===== src/rtl/psq_pkg.sv =====
package psq_pkg;

  // Instruction kinds that the back-to-back repeat rule applies to
  typedef enum logic [1:0] {
    RPT_NONE = 2'd0,
    RPT_ACC  = 2'd1,
    RPT_IDX  = 2'd2,
    RPT_SEL  = 2'd3
  } rpt_cls_t;

  // Flow-control classes of a first byte
  typedef enum logic [2:0] {
    OP_PLAIN    = 3'd0,
    OP_JMP_PAGE = 3'd1,
    OP_CAL_PAGE = 3'd2,
    OP_RETURN   = 3'd3,
    OP_JMP_LONG = 3'd4,
    OP_CAL_LONG = 3'd5,
    OP_CMP_TWO  = 3'd6
  } op_kind_t;

  // Sources for the next program counter
  typedef enum logic [1:0] {
    NXT_INC   = 2'd0,
    NXT_PAGE  = 2'd1,
    NXT_LONG  = 2'd2,
    NXT_STACK = 2'd3
  } nxt_sel_t;

  typedef struct packed {
    op_kind_t kind;
    rpt_cls_t cls;
    logic     two_word;
  } op_info_t;

endpackage


===== src/rtl/psq_decode.sv =====
module psq_decode
  import psq_pkg::*;
(
  input  logic [7:0] opcode,
  output op_info_t   info
);

  always_comb begin
    info.kind     = OP_PLAIN;
    info.cls      = RPT_NONE;
    info.two_word = 1'b0;
    casez (opcode)
      8'b10??????: info.kind = OP_JMP_PAGE;
      8'b11??????: info.kind = OP_CAL_PAGE;
      8'b010101??: begin
        info.kind     = OP_JMP_LONG;
        info.two_word = 1'b1;
      end
      8'b010100??: begin
        info.kind     = OP_CAL_LONG;
        info.two_word = 1'b1;
      end
      8'b00001110: begin
        info.kind     = OP_CMP_TWO;
        info.two_word = 1'b1;
      end
      8'b00011101: info.kind = OP_RETURN;
      8'b0111????: info.cls  = RPT_ACC;
      8'b0100????: info.cls  = RPT_IDX;
      8'b0010010?: info.cls  = RPT_SEL;
      default: ;
    endcase
  end

endmodule


===== src/rtl/psq_retstack.sv =====
module psq_retstack #(
  parameter int W     = 10,
  parameter int DEPTH = 2
) (
  input  logic         clk,
  input  logic         rst,
  input  logic         push,
  input  logic         pop,
  input  logic [W-1:0] din,
  output logic [W-1:0] top
);

  logic [W-1:0] lvl [DEPTH];

  // Push shifts toward the bottom and loses the oldest entry;
  // pop shifts toward the top and the bottom level keeps its value.
  for (genvar i = 0; i < DEPTH; i++) begin : g_lvl
    if (i == 0 && DEPTH == 1) begin : g_only
      always_ff @(posedge clk) begin
        if (rst)       lvl[i] <= '0;
        else if (push) lvl[i] <= din;
      end
    end else if (i == 0) begin : g_top
      always_ff @(posedge clk) begin
        if (rst)       lvl[i] <= '0;
        else if (push) lvl[i] <= din;
        else if (pop)  lvl[i] <= lvl[i+1];
      end
    end else if (i == DEPTH - 1) begin : g_bot
      always_ff @(posedge clk) begin
        if (rst)       lvl[i] <= '0;
        else if (push) lvl[i] <= lvl[i-1];
      end
    end else begin : g_mid
      always_ff @(posedge clk) begin
        if (rst)       lvl[i] <= '0;
        else if (push) lvl[i] <= lvl[i-1];
        else if (pop)  lvl[i] <= lvl[i+1];
      end
    end
  end

  assign top = lvl[0];

endmodule


===== src/rtl/psq_addr_gen.sv =====
module psq_addr_gen
  import psq_pkg::*;
#(
  parameter int PAGE_W = 4,
  parameter int OFF_W  = 6
) (
  input  logic [PAGE_W+OFF_W-1:0] pc,
  input  nxt_sel_t                sel,
  input  logic [OFF_W-1:0]        page_off,
  input  logic [PAGE_W+OFF_W-1:0] long_tgt,
  input  logic [PAGE_W+OFF_W-1:0] stack_top,
  output logic [PAGE_W+OFF_W-1:0] pc_inc,
  output logic [PAGE_W+OFF_W-1:0] pc_nxt
);

  localparam int ADDR_W = PAGE_W + OFF_W;

  logic [PAGE_W-1:0] page;
  logic [OFF_W-1:0]  off;

  assign page   = pc[ADDR_W-1:OFF_W];
  assign off    = pc[OFF_W-1:0];
  // Offset wraps inside the page; the page field never carries
  assign pc_inc = {page, off + OFF_W'(1)};

  always_comb begin
    unique case (sel)
      NXT_PAGE:  pc_nxt = {page, page_off};
      NXT_LONG:  pc_nxt = long_tgt;
      NXT_STACK: pc_nxt = stack_top;
      default:   pc_nxt = pc_inc;
    endcase
  end

endmodule


===== src/rtl/psq_sequencer.sv =====
module psq_sequencer
  import psq_pkg::*;
#(
  parameter int PAGE_W      = 4,
  parameter int OFF_W       = 6,
  parameter int STACK_DEPTH = 2
) (
  input  logic                    clk,
  input  logic                    rst,
  input  logic [7:0]              instr,
  input  logic                    skip_req,
  output logic [PAGE_W+OFF_W-1:0] fetch_addr,
  output logic                    exec_en,
  output logic                    second_byte
);

  localparam int ADDR_W    = PAGE_W + OFF_W;
  localparam int LONG_HI_W = ADDR_W - 8;

  op_info_t              info;
  logic [ADDR_W-1:0]     pc_q, pc_inc, pc_nxt, stack_top, long_tgt;
  logic                  phase_q, skip_q, pend_kill_q;
  op_kind_t              pend_kind_q;
  logic [LONG_HI_W-1:0]  pend_hi_q;
  rpt_cls_t              hist_q;
  logic                  rep_hit, kill_first, done, push, pop;
  nxt_sel_t              sel;

  psq_decode u_dec (
    .opcode (instr),
    .info   (info)
  );

  // Repeat check: same repeat kind as the previous first-byte fetch
  assign rep_hit    = !phase_q && (info.cls != RPT_NONE) && (info.cls == hist_q);
  assign kill_first = skip_q || rep_hit;
  assign exec_en    = phase_q ? !pend_kill_q : !kill_first;
  assign done       = phase_q || !info.two_word;
  assign long_tgt   = {pend_hi_q, instr};

  always_comb begin
    sel  = NXT_INC;
    push = 1'b0;
    pop  = 1'b0;
    if (phase_q) begin
      if (!pend_kill_q && pend_kind_q == OP_JMP_LONG) begin
        sel = NXT_LONG;
      end else if (!pend_kill_q && pend_kind_q == OP_CAL_LONG) begin
        sel  = NXT_LONG;
        push = 1'b1;
      end
    end else if (!kill_first) begin
      unique case (info.kind)
        OP_JMP_PAGE: sel = NXT_PAGE;
        OP_CAL_PAGE: begin
          sel  = NXT_PAGE;
          push = 1'b1;
        end
        OP_RETURN: begin
          sel = NXT_STACK;
          pop = 1'b1;
        end
        default: sel = NXT_INC;
      endcase
    end
  end

  psq_addr_gen #(
    .PAGE_W (PAGE_W),
    .OFF_W  (OFF_W)
  ) u_agen (
    .pc        (pc_q),
    .sel       (sel),
    .page_off  (instr[OFF_W-1:0]),
    .long_tgt  (long_tgt),
    .stack_top (stack_top),
    .pc_inc    (pc_inc),
    .pc_nxt    (pc_nxt)
  );

  psq_retstack #(
    .W     (ADDR_W),
    .DEPTH (STACK_DEPTH)
  ) u_stk (
    .clk  (clk),
    .rst  (rst),
    .push (push),
    .pop  (pop),
    .din  (pc_inc),
    .top  (stack_top)
  );

  always_ff @(posedge clk) begin
    if (rst) begin
      pc_q        <= '0;
      phase_q     <= 1'b0;
      skip_q      <= 1'b0;
      hist_q      <= RPT_NONE;
      pend_kill_q <= 1'b0;
      pend_kind_q <= OP_PLAIN;
      pend_hi_q   <= '0;
    end else begin
      pc_q    <= pc_nxt;
      phase_q <= !phase_q && info.two_word;
      // A set flag is consumed by the first slot it kills; a request is
      // taken only when an executed instruction completes
      if (!phase_q && skip_q)  skip_q <= 1'b0;
      else if (done && exec_en) skip_q <= skip_req;
      if (!phase_q) begin
        hist_q      <= info.cls;
        pend_kill_q <= kill_first;
        pend_kind_q <= info.kind;
        pend_hi_q   <= instr[LONG_HI_W-1:0];
      end
    end
  end

  assign fetch_addr  = pc_q;
  assign second_byte = phase_q;

endmodule


===== config.mk =====
export PLATFORM = sky130hd
export DESIGN_NAME = psq_sequencer
export DESIGN_NICKNAME = d
export VERILOG_FILES = /design/src/rtl/psq_pkg.sv /design/src/rtl/psq_decode.sv /design/src/rtl/psq_retstack.sv /design/src/rtl/psq_addr_gen.sv /design/src/rtl/psq_sequencer.sv
export SDC_FILE = /design/constraint.sdc
export NUM_CORES = 1
export LEC_CHECK = 0
export CORE_UTILIZATION = 50
export CTS_CLUSTER_DIAMETER = 120
export DETAILED_ROUTE_END_ITERATION = 12
export PLACE_DENSITY = 0.81
export SYNTH_ARGS = -nofsm -noshare
export SYNTH_HDL_FRONTEND = slang
export SYNTH_SLANG_ARGS = --single-unit
export TNS_END_PERCENT = 20

===== constraint.sdc =====
create_clock -name clk -period 2.2 [get_ports clk]
set_clock_uncertainty 0.05 [all_clocks]
set_input_delay 0.55 -clock clk [delete_from_list [all_inputs] [get_ports clk]]
set_output_delay 0.55 -clock clk [all_outputs]
set_load 0.05 [all_outputs]

==> results of run 1 <==
-- cell families (layout without fill, tap and decap cells) --
| family | Yosys count | after routing | share of synthesized area |
|---|---|---|---|
| AOI/OAI and AO/OA | 54 | 54 | 0.202 |
| DFF | 40 | 40 | 0.516 |
| and+or+nand+nor | 62 | 62 | 0.199 |
| muxes | 3 | 3 | 0.0155 |
| adders and majority gates | 1 | 1 | 0.00645 |
| xor gates and xnor gates | 3 | 3 | 0.0135 |
| buffers and inverters | 18 | 69 | 0.0484 |
-- state kept, by name, summed over array words and instances, names as in the netlist --
register,count
skip_q,1
pend_kind_q,3
hist_q,2
pend_hi_q,2
u_stk.lvl,20
pend_kill_q,1
second_byte,1
fetch_addr,10
-- what timing repair did --
item / in CTS / in global routing
setup endpoints to repair: 1 / 2
gates resized for setup: 34 / 8
buffers inserted: 2 / 0
pin swaps: 3 / 5
-- through the flow --
stage	hold WS [ns]	utilization	total power (uW)	worst slack, ns
5_1_grt	0.467	0.705	1780	-0.0476
3_5_place_dp	0.428	0.653	1110	-0.500
2_1_floorplan	0.405	-	994	0.0272
3_3_place_gp	0.418	0.653	1100	-0.416
4_1_cts	0.442	0.704	1720	0.00214
6_report	0.443	0.705	1730	-0.0239
-- worst register-to-register path: stages (launching register included) --
cell and delay, ns:
dfxtp_1 0.40, and4bb_2 0.39, a21oi_1 0.16, and2_1 0.18, buf_4 0.16, a22o_1 0.23
-- cell usage in the layout, fill, tap and decap left out, types with 2 or more instances in the layout --
| cell | n |
|---|---|
| buf_2 | 4 |
| clkbuf_8 | 6 |
| a22o_1 | 10 |
| mux2i_1 | 3 |
| nand3_1 | 9 |
| dfxtp_1 | 20 |
| nor4b_4 | 2 |
| buf_6 | 2 |
| and2_1 | 12 |
| nand3b_1 | 3 |
| nor3_1 | 8 |
| nor2_1 | 7 |
| or2_2 | 2 |
| clkdlybuf4s50_1 | 12 |
| a31oi_1 | 2 |
| edfxtp_1 | 20 |
| nand2b_1 | 2 |
| a21oi_1 | 13 |
| xnor2_1 | 2 |
| o211ai_1 | 5 |
| nand2_1 | 5 |
| a22oi_1 | 9 |
| buf_4 | 32 |
| inv_1 | 6 |
-- how the worst max path moves through the flow --
stage	from	end	slack (ns)	cells past startpoint
final	instr[7]	exec_en	-0.02	7
after global routing	instr[6]	exec_en	-0.05	6
after CTS	instr[5]	exec_en	0.002	6
after detailed placement	instr[5]	exec_en	-0.50	6
after global placement	instr[6]	exec_en	-0.42	6
after floorplan	instr[7]	exec_en	0.03	5
-- power by group through the flow --
stage / logic, uW / clock network, uW / registers [uW]
after detailed placement: 242 / 0 / 868
after global routing: 273 / 647 / 857
after global placement: 235 / 0 / 865
after floorplan: 105 / 0 / 889
after CTS: 253 / 619 / 852
final: 259 / 618 / 853
-- metal layers --
metal  up-vias  share of wire
met4         0          0.047
met5         -              0
met2        88           0.48
li1        791              -
met3        30          0.069
met1       849           0.40
-- final cells by class --
cell class	instances	area [um^2]	area share
Sequential cell	40	1000	0.385
Inverter	6	22.5	0.00866
Tap cell	48	60.1	0.0231
Clock buffer	6	82.6	0.0317
Timing Repair Buffer	55	472	0.181
Clock inverter	2	33.8	0.0130
Multi-Input combinational cell	123	930	0.357
==> results.sh, run 1 <==
export IMPL_status="finished with violations"
export IMPL_violations="setup timing"
export IMPL_layout_drive_gt1_share=0.272
export IMPL_yosysTopAreaCell="edfxtp_1"
export IMPL_antenna_found_initial=0
export IMPL_core_area_um2=3690
export IMPL_slowest_stage="and4b_2"
export IMPL_relSlewSlack=0.605
export IMPL_p_comb_frac=0.150
export IMPL_dp_cells=270
export IMPL_busiest_layer="met2"
export IMPL_r2r_start="second_byte"
export IMPL_hold_depth=2
export IMPL_critPathCaptureType="primary output"
export IMPL_num_vias=1758
export IMPL_yosysSeqAreaShare=0.516
export IMPL_ios=23
export IMPL_fin_tns_setup_ns=-0.0239
export IMPL_drt_wl_total_um=5230
export IMPL_cts_clk_slew_worst_paths_ns=0.07
export IMPL_r2r_end="u_stk.lvl[0][2]"
export IMPL_design_area_um2=2600
export IMPL_fillers=285
export IMPL_fmax_mhz=450
export IMPL_ir_drop_v=0.000452
export IMPL_yosysTopAreaCellShare=0.309
export IMPL_drtIter0Drc=173
export IMPL_via_per_inst=6.28
export IMPL_yosysWarnings=0
export IMPL_critPathBufInv=3
export IMPL_synthFlopType="edfxtp_1"
export IMPL_dieWidth_um=64.3
export IMPL_place_area_um2=2410
export IMPL_dr_pass1_iters=5
export IMPL_h_tree_depth=2
export IMPL_synth_area_per_cell_um2=10.7
export IMPL_clockBufferDepth=2
export IMPL_port_buffers=22
export IMPL_syn2layout_area_growth_pct=34.0
export IMPL_cp_arrival_ns=1.62
export IMPL_post_route_drc_count=0
export IMPL_grt_pass1_vias=1732
export IMPL_post_drt_wl_per_cell_um=18.7
export IMPL_met2_usage=0.437
export IMPL_dpl_hpwl_um=3590
export IMPL_gp_congestion=0.932
export IMPL_path_delay_family="simple AND/OR/NAND/NOR gates"
export IMPL_cts_tree="built"
export IMPL_die_h_um=64.3
export IMPL_async_flop_share=0
export IMPL_rsz0062_at_grt="yes"
export IMPL_insertion_delay_ns=0.29
export IMPL_synth_edff_count=20
export IMPL_yosys_register_bits=40
export IMPL_p_leak_uw=0.00100
export IMPL_synthTopCellsByCount="dfxtp_1, edfxtp_1, a21oi_1"
export IMPL_cp_slowest_stage_delay_ns=0.32
export IMPL_power_switching_uw=428
export IMPL_crit_chain="buf_8, buf_6, and4b_2, nand2b_4, a31oi_4, o21ai_4, buf_6"
export IMPL_required_ns=1.60
export IMPL_p_seq_frac=0.493
export IMPL_clock_sinks=40
export IMPL_track_usage=0.270
export IMPL_hold_class="reg2reg"
export IMPL_maxCapViolCount=0
export IMPL_drv_slew=0
export IMPL_grt_max_degree=21
export IMPL_die_area_um2=4130
export IMPL_cp_common_cell="buf_6"
export IMPL_root_buffer="clkbuf_8"
export IMPL_grt_ovfl_total=0
export IMPL_syn_nets=193
export IMPL_r2r_cells=5
export IMPL_start_util=0.526
export IMPL_critPathLaunchType="input port"
export IMPL_worst_slew_pin_slew_ns=0.590
export IMPL_cts_hold_buffers=0
export IMPL_final_cells=280
export IMPL_globalRouteMet3Util=0.0554
export IMPL_layout_nets=243
export IMPL_crit_type="in2out"
export IMPL_netlist_area_um2=1940
export IMPL_min_to="fetch_addr[6]"
export IMPL_antenna_cells=0
export IMPL_finalWorstSetupSlack_ns=-0.0239
export IMPL_numCtsBuffers=5
export IMPL_ys_types=46
export IMPL_grt_pass1_wl_um=8340
export IMPL_clkPwrFrac=0.357
export IMPL_syn_inst=181
export IMPL_power_density_nw_per_um2=665
export IMPL_intPower_uw=1300
export IMPL_path_max_fanout=4
export IMPL_synth_area_leaders="edfxtp_1, dfxtp_1, a22o_1, and2_1, a21oi_1"
export IMPL_setup_violations=1
export IMPL_placementRows=22
export IMPL_antenna_left=0
export IMPL_period_minus_slack_ns=2.22
export IMPL_use_met1=0.339
export IMPL_r2r_setup_slack_ns=0.38
export IMPL_min_from="fetch_addr[6]"
export IMPL_power_switching_share=0.247
export IMPL_min_period_over_period=1.01
export IMPL_hold_violations=0
Note: power is estimated with default switching activity, not from simulation.
==> run 2, diff against run 1 <==
--- a/config.mk
+++ b/config.mk
@@ -8,7 +8,9 @@
 export CORE_UTILIZATION = 50
 export CTS_CLUSTER_DIAMETER = 120
 export DETAILED_ROUTE_END_ITERATION = 12
-export PLACE_DENSITY = 0.81
+export DONT_BUFFER_PORTS = 1
+export PLACE_DENSITY = 0.65
+export SKIP_CTS_REPAIR_TIMING = 1
 export SYNTH_ARGS = -nofsm -noshare
 export SYNTH_HDL_FRONTEND = slang
 export SYNTH_SLANG_ARGS = --single-unit
==> results.sh, run 2 (synthesis results as in run 1) <==
export IMPL_regMostFlops="u_stk.lvl"
export IMPL_clockBufferDepth=2
export IMPL_hold_violations=0
export IMPL_setup_violations=0
export IMPL_required_ns=1.60
export IMPL_power_uw=1500
export IMPL_ios=23
export IMPL_placementRows=22
export IMPL_core_area_um2=3690
export IMPL_start_util=0.526
export IMPL_drt_wl_total_um=4450
export IMPL_die_area_um2=4130
export IMPL_h_tree_depth=2
export IMPL_fmax_mhz=475
export IMPL_dr_pass1_iters=4
export IMPL_clock_sinks=40
export IMPL_globalRouteMet3Util=0.0732
export IMPL_via_per_inst=6.16
export IMPL_antenna_found_initial=0
export IMPL_design_area_um2=2170
export IMPL_gp_congestion=0.845
export IMPL_layout_drive_gt1_share=0.168
export IMPL_layout_nets=202
export IMPL_num_vias=1473
export IMPL_ir_drop_v=0.000495
export IMPL_crit_chain="nor4b_2, a21oi_1, a31oi_4, o21ai_4, buf_12"
export IMPL_busiest_layer="met2"
export IMPL_numCtsBuffers=5
export IMPL_critPathBufInv=1
export IMPL_use_met1=0.321
export IMPL_maxCapViolCount=0
export IMPL_rsz0062_at_grt="no"
export IMPL_critPathCaptureType="primary output"
export IMPL_power_density_nw_per_um2=690
export IMPL_slowest_stage="nor4b_2"
export IMPL_grt_ovfl_total=0
export IMPL_p_leak_uw=0.000771
export IMPL_root_buffer="clkbuf_8"
export IMPL_hold_class="in2reg"
export IMPL_critPathLaunchType="input port"
export IMPL_insertion_delay_ns=0.29
export IMPL_path_max_fanout=12
export IMPL_drtIter0Drc=118
export IMPL_dieWidth_um=64.3
export IMPL_drv_slew=0
export IMPL_path_delay_family="compound AO/OA/AOI/OAI gates"
export IMPL_grt_max_degree=22
export IMPL_grt_pass1_vias=1441
export IMPL_post_drt_wl_per_cell_um=18.6
export IMPL_antenna_left=0
export IMPL_largest_reg_flops=20
export IMPL_dpl_hpwl_um=3160
export IMPL_crit_type="in2out"
export IMPL_die_h_um=64.3
export IMPL_period_minus_slack_ns=2.10
export IMPL_worst_slew_pin_slew_ns=0.719
export IMPL_met2_usage=0.366
export IMPL_min_period_over_period=0.956
export IMPL_track_usage=0.237
export IMPL_post_route_drc_count=0
export IMPL_fillers=315
export IMPL_mostFrequentLayoutCells="dfxtp_1, edfxtp_1, a21oi_1, buf_4, and2_1"
export IMPL_grt_pass1_wl_um=7250
export IMPL_cp_arrival_ns=1.50
export IMPL_port_buffers=0
export IMPL_cp_slowest_stage_delay_ns=0.34
export IMPL_place_area_um2=2060
export IMPL_relSlewSlack=0.520
export IMPL_antenna_cells=0
export IMPL_cts_clk_slew_worst_paths_ns=0.08
export IMPL_cts_tree="built"
export IMPL_syn2layout_area_growth_pct=12.0
export IMPL_status="complete, no violations"
[run 2: layout make-up]
class	count	area [um^2]	share of cell area
well taps	48	60.1	0.0276
inverters	6	22.5	0.0104
flip-flops and latches	40	1000	0.461
clock buffers	6	72.6	0.0334
clock inverters	2	11.3	0.00518
multi-input cells	123	888	0.409
repair buffers	14	118	0.0541
[run 2: worst paths after layout]
path | start | to | slack, ns | depth (start not counted)
worst max-delay path | instr[7] | exec_en | 0.1 | 5
worst min-delay path | rst | fetch_addr[3] | 0.27 | 1
worst max register to register | second_byte | u_stk.lvl[0][2] | 0.24 | 4
worst min register to register | pend_kind_q[1] | pend_kind_q[1] | 0.43 | 2
[run 2: power by group]
group	internal [uW]	switching [uW]
logic	68.3	108
registers	823	28.7
clock network	220	251
total	1110	387
[run 2: worst register-to-register path: stages (launching register included)]
cell,delay (ns)
dfxtp_1,0.37
or2_2,0.46
nor4_4,0.31
and2_1,0.42
a22o_1,0.22
[run 2: through the flow]
stage | hold slack, ns | setup TNS (ns) | setup WS (ns) | util | std cells
floorplan | 0.405 | 0 | 0.0272 | - | 181
global route | 0.254 | 0 | 0.0562 | 0.589 | 239
detailed placement | 0.433 | -0.0511 | -0.0477 | 0.560 | 231
CTS | 0.257 | -0.106 | -0.0586 | 0.582 | 239
global placement | 0.415 | 0 | 0.0482 | 0.560 | 231
finish | 0.266 | 0 | 0.0966 | 0.589 | 239
[run 2: per-layer routing]
metal | routed length (um) | share of wire | up-vias
met1 | 1970 | 0.44 | 697
met3 | 382 | 0.086 | 0
met5 | 0 | 0 | -
met4 | 0 | 0 | 0
li1 | - | - | 705
met2 | 2090 | 0.47 | 71
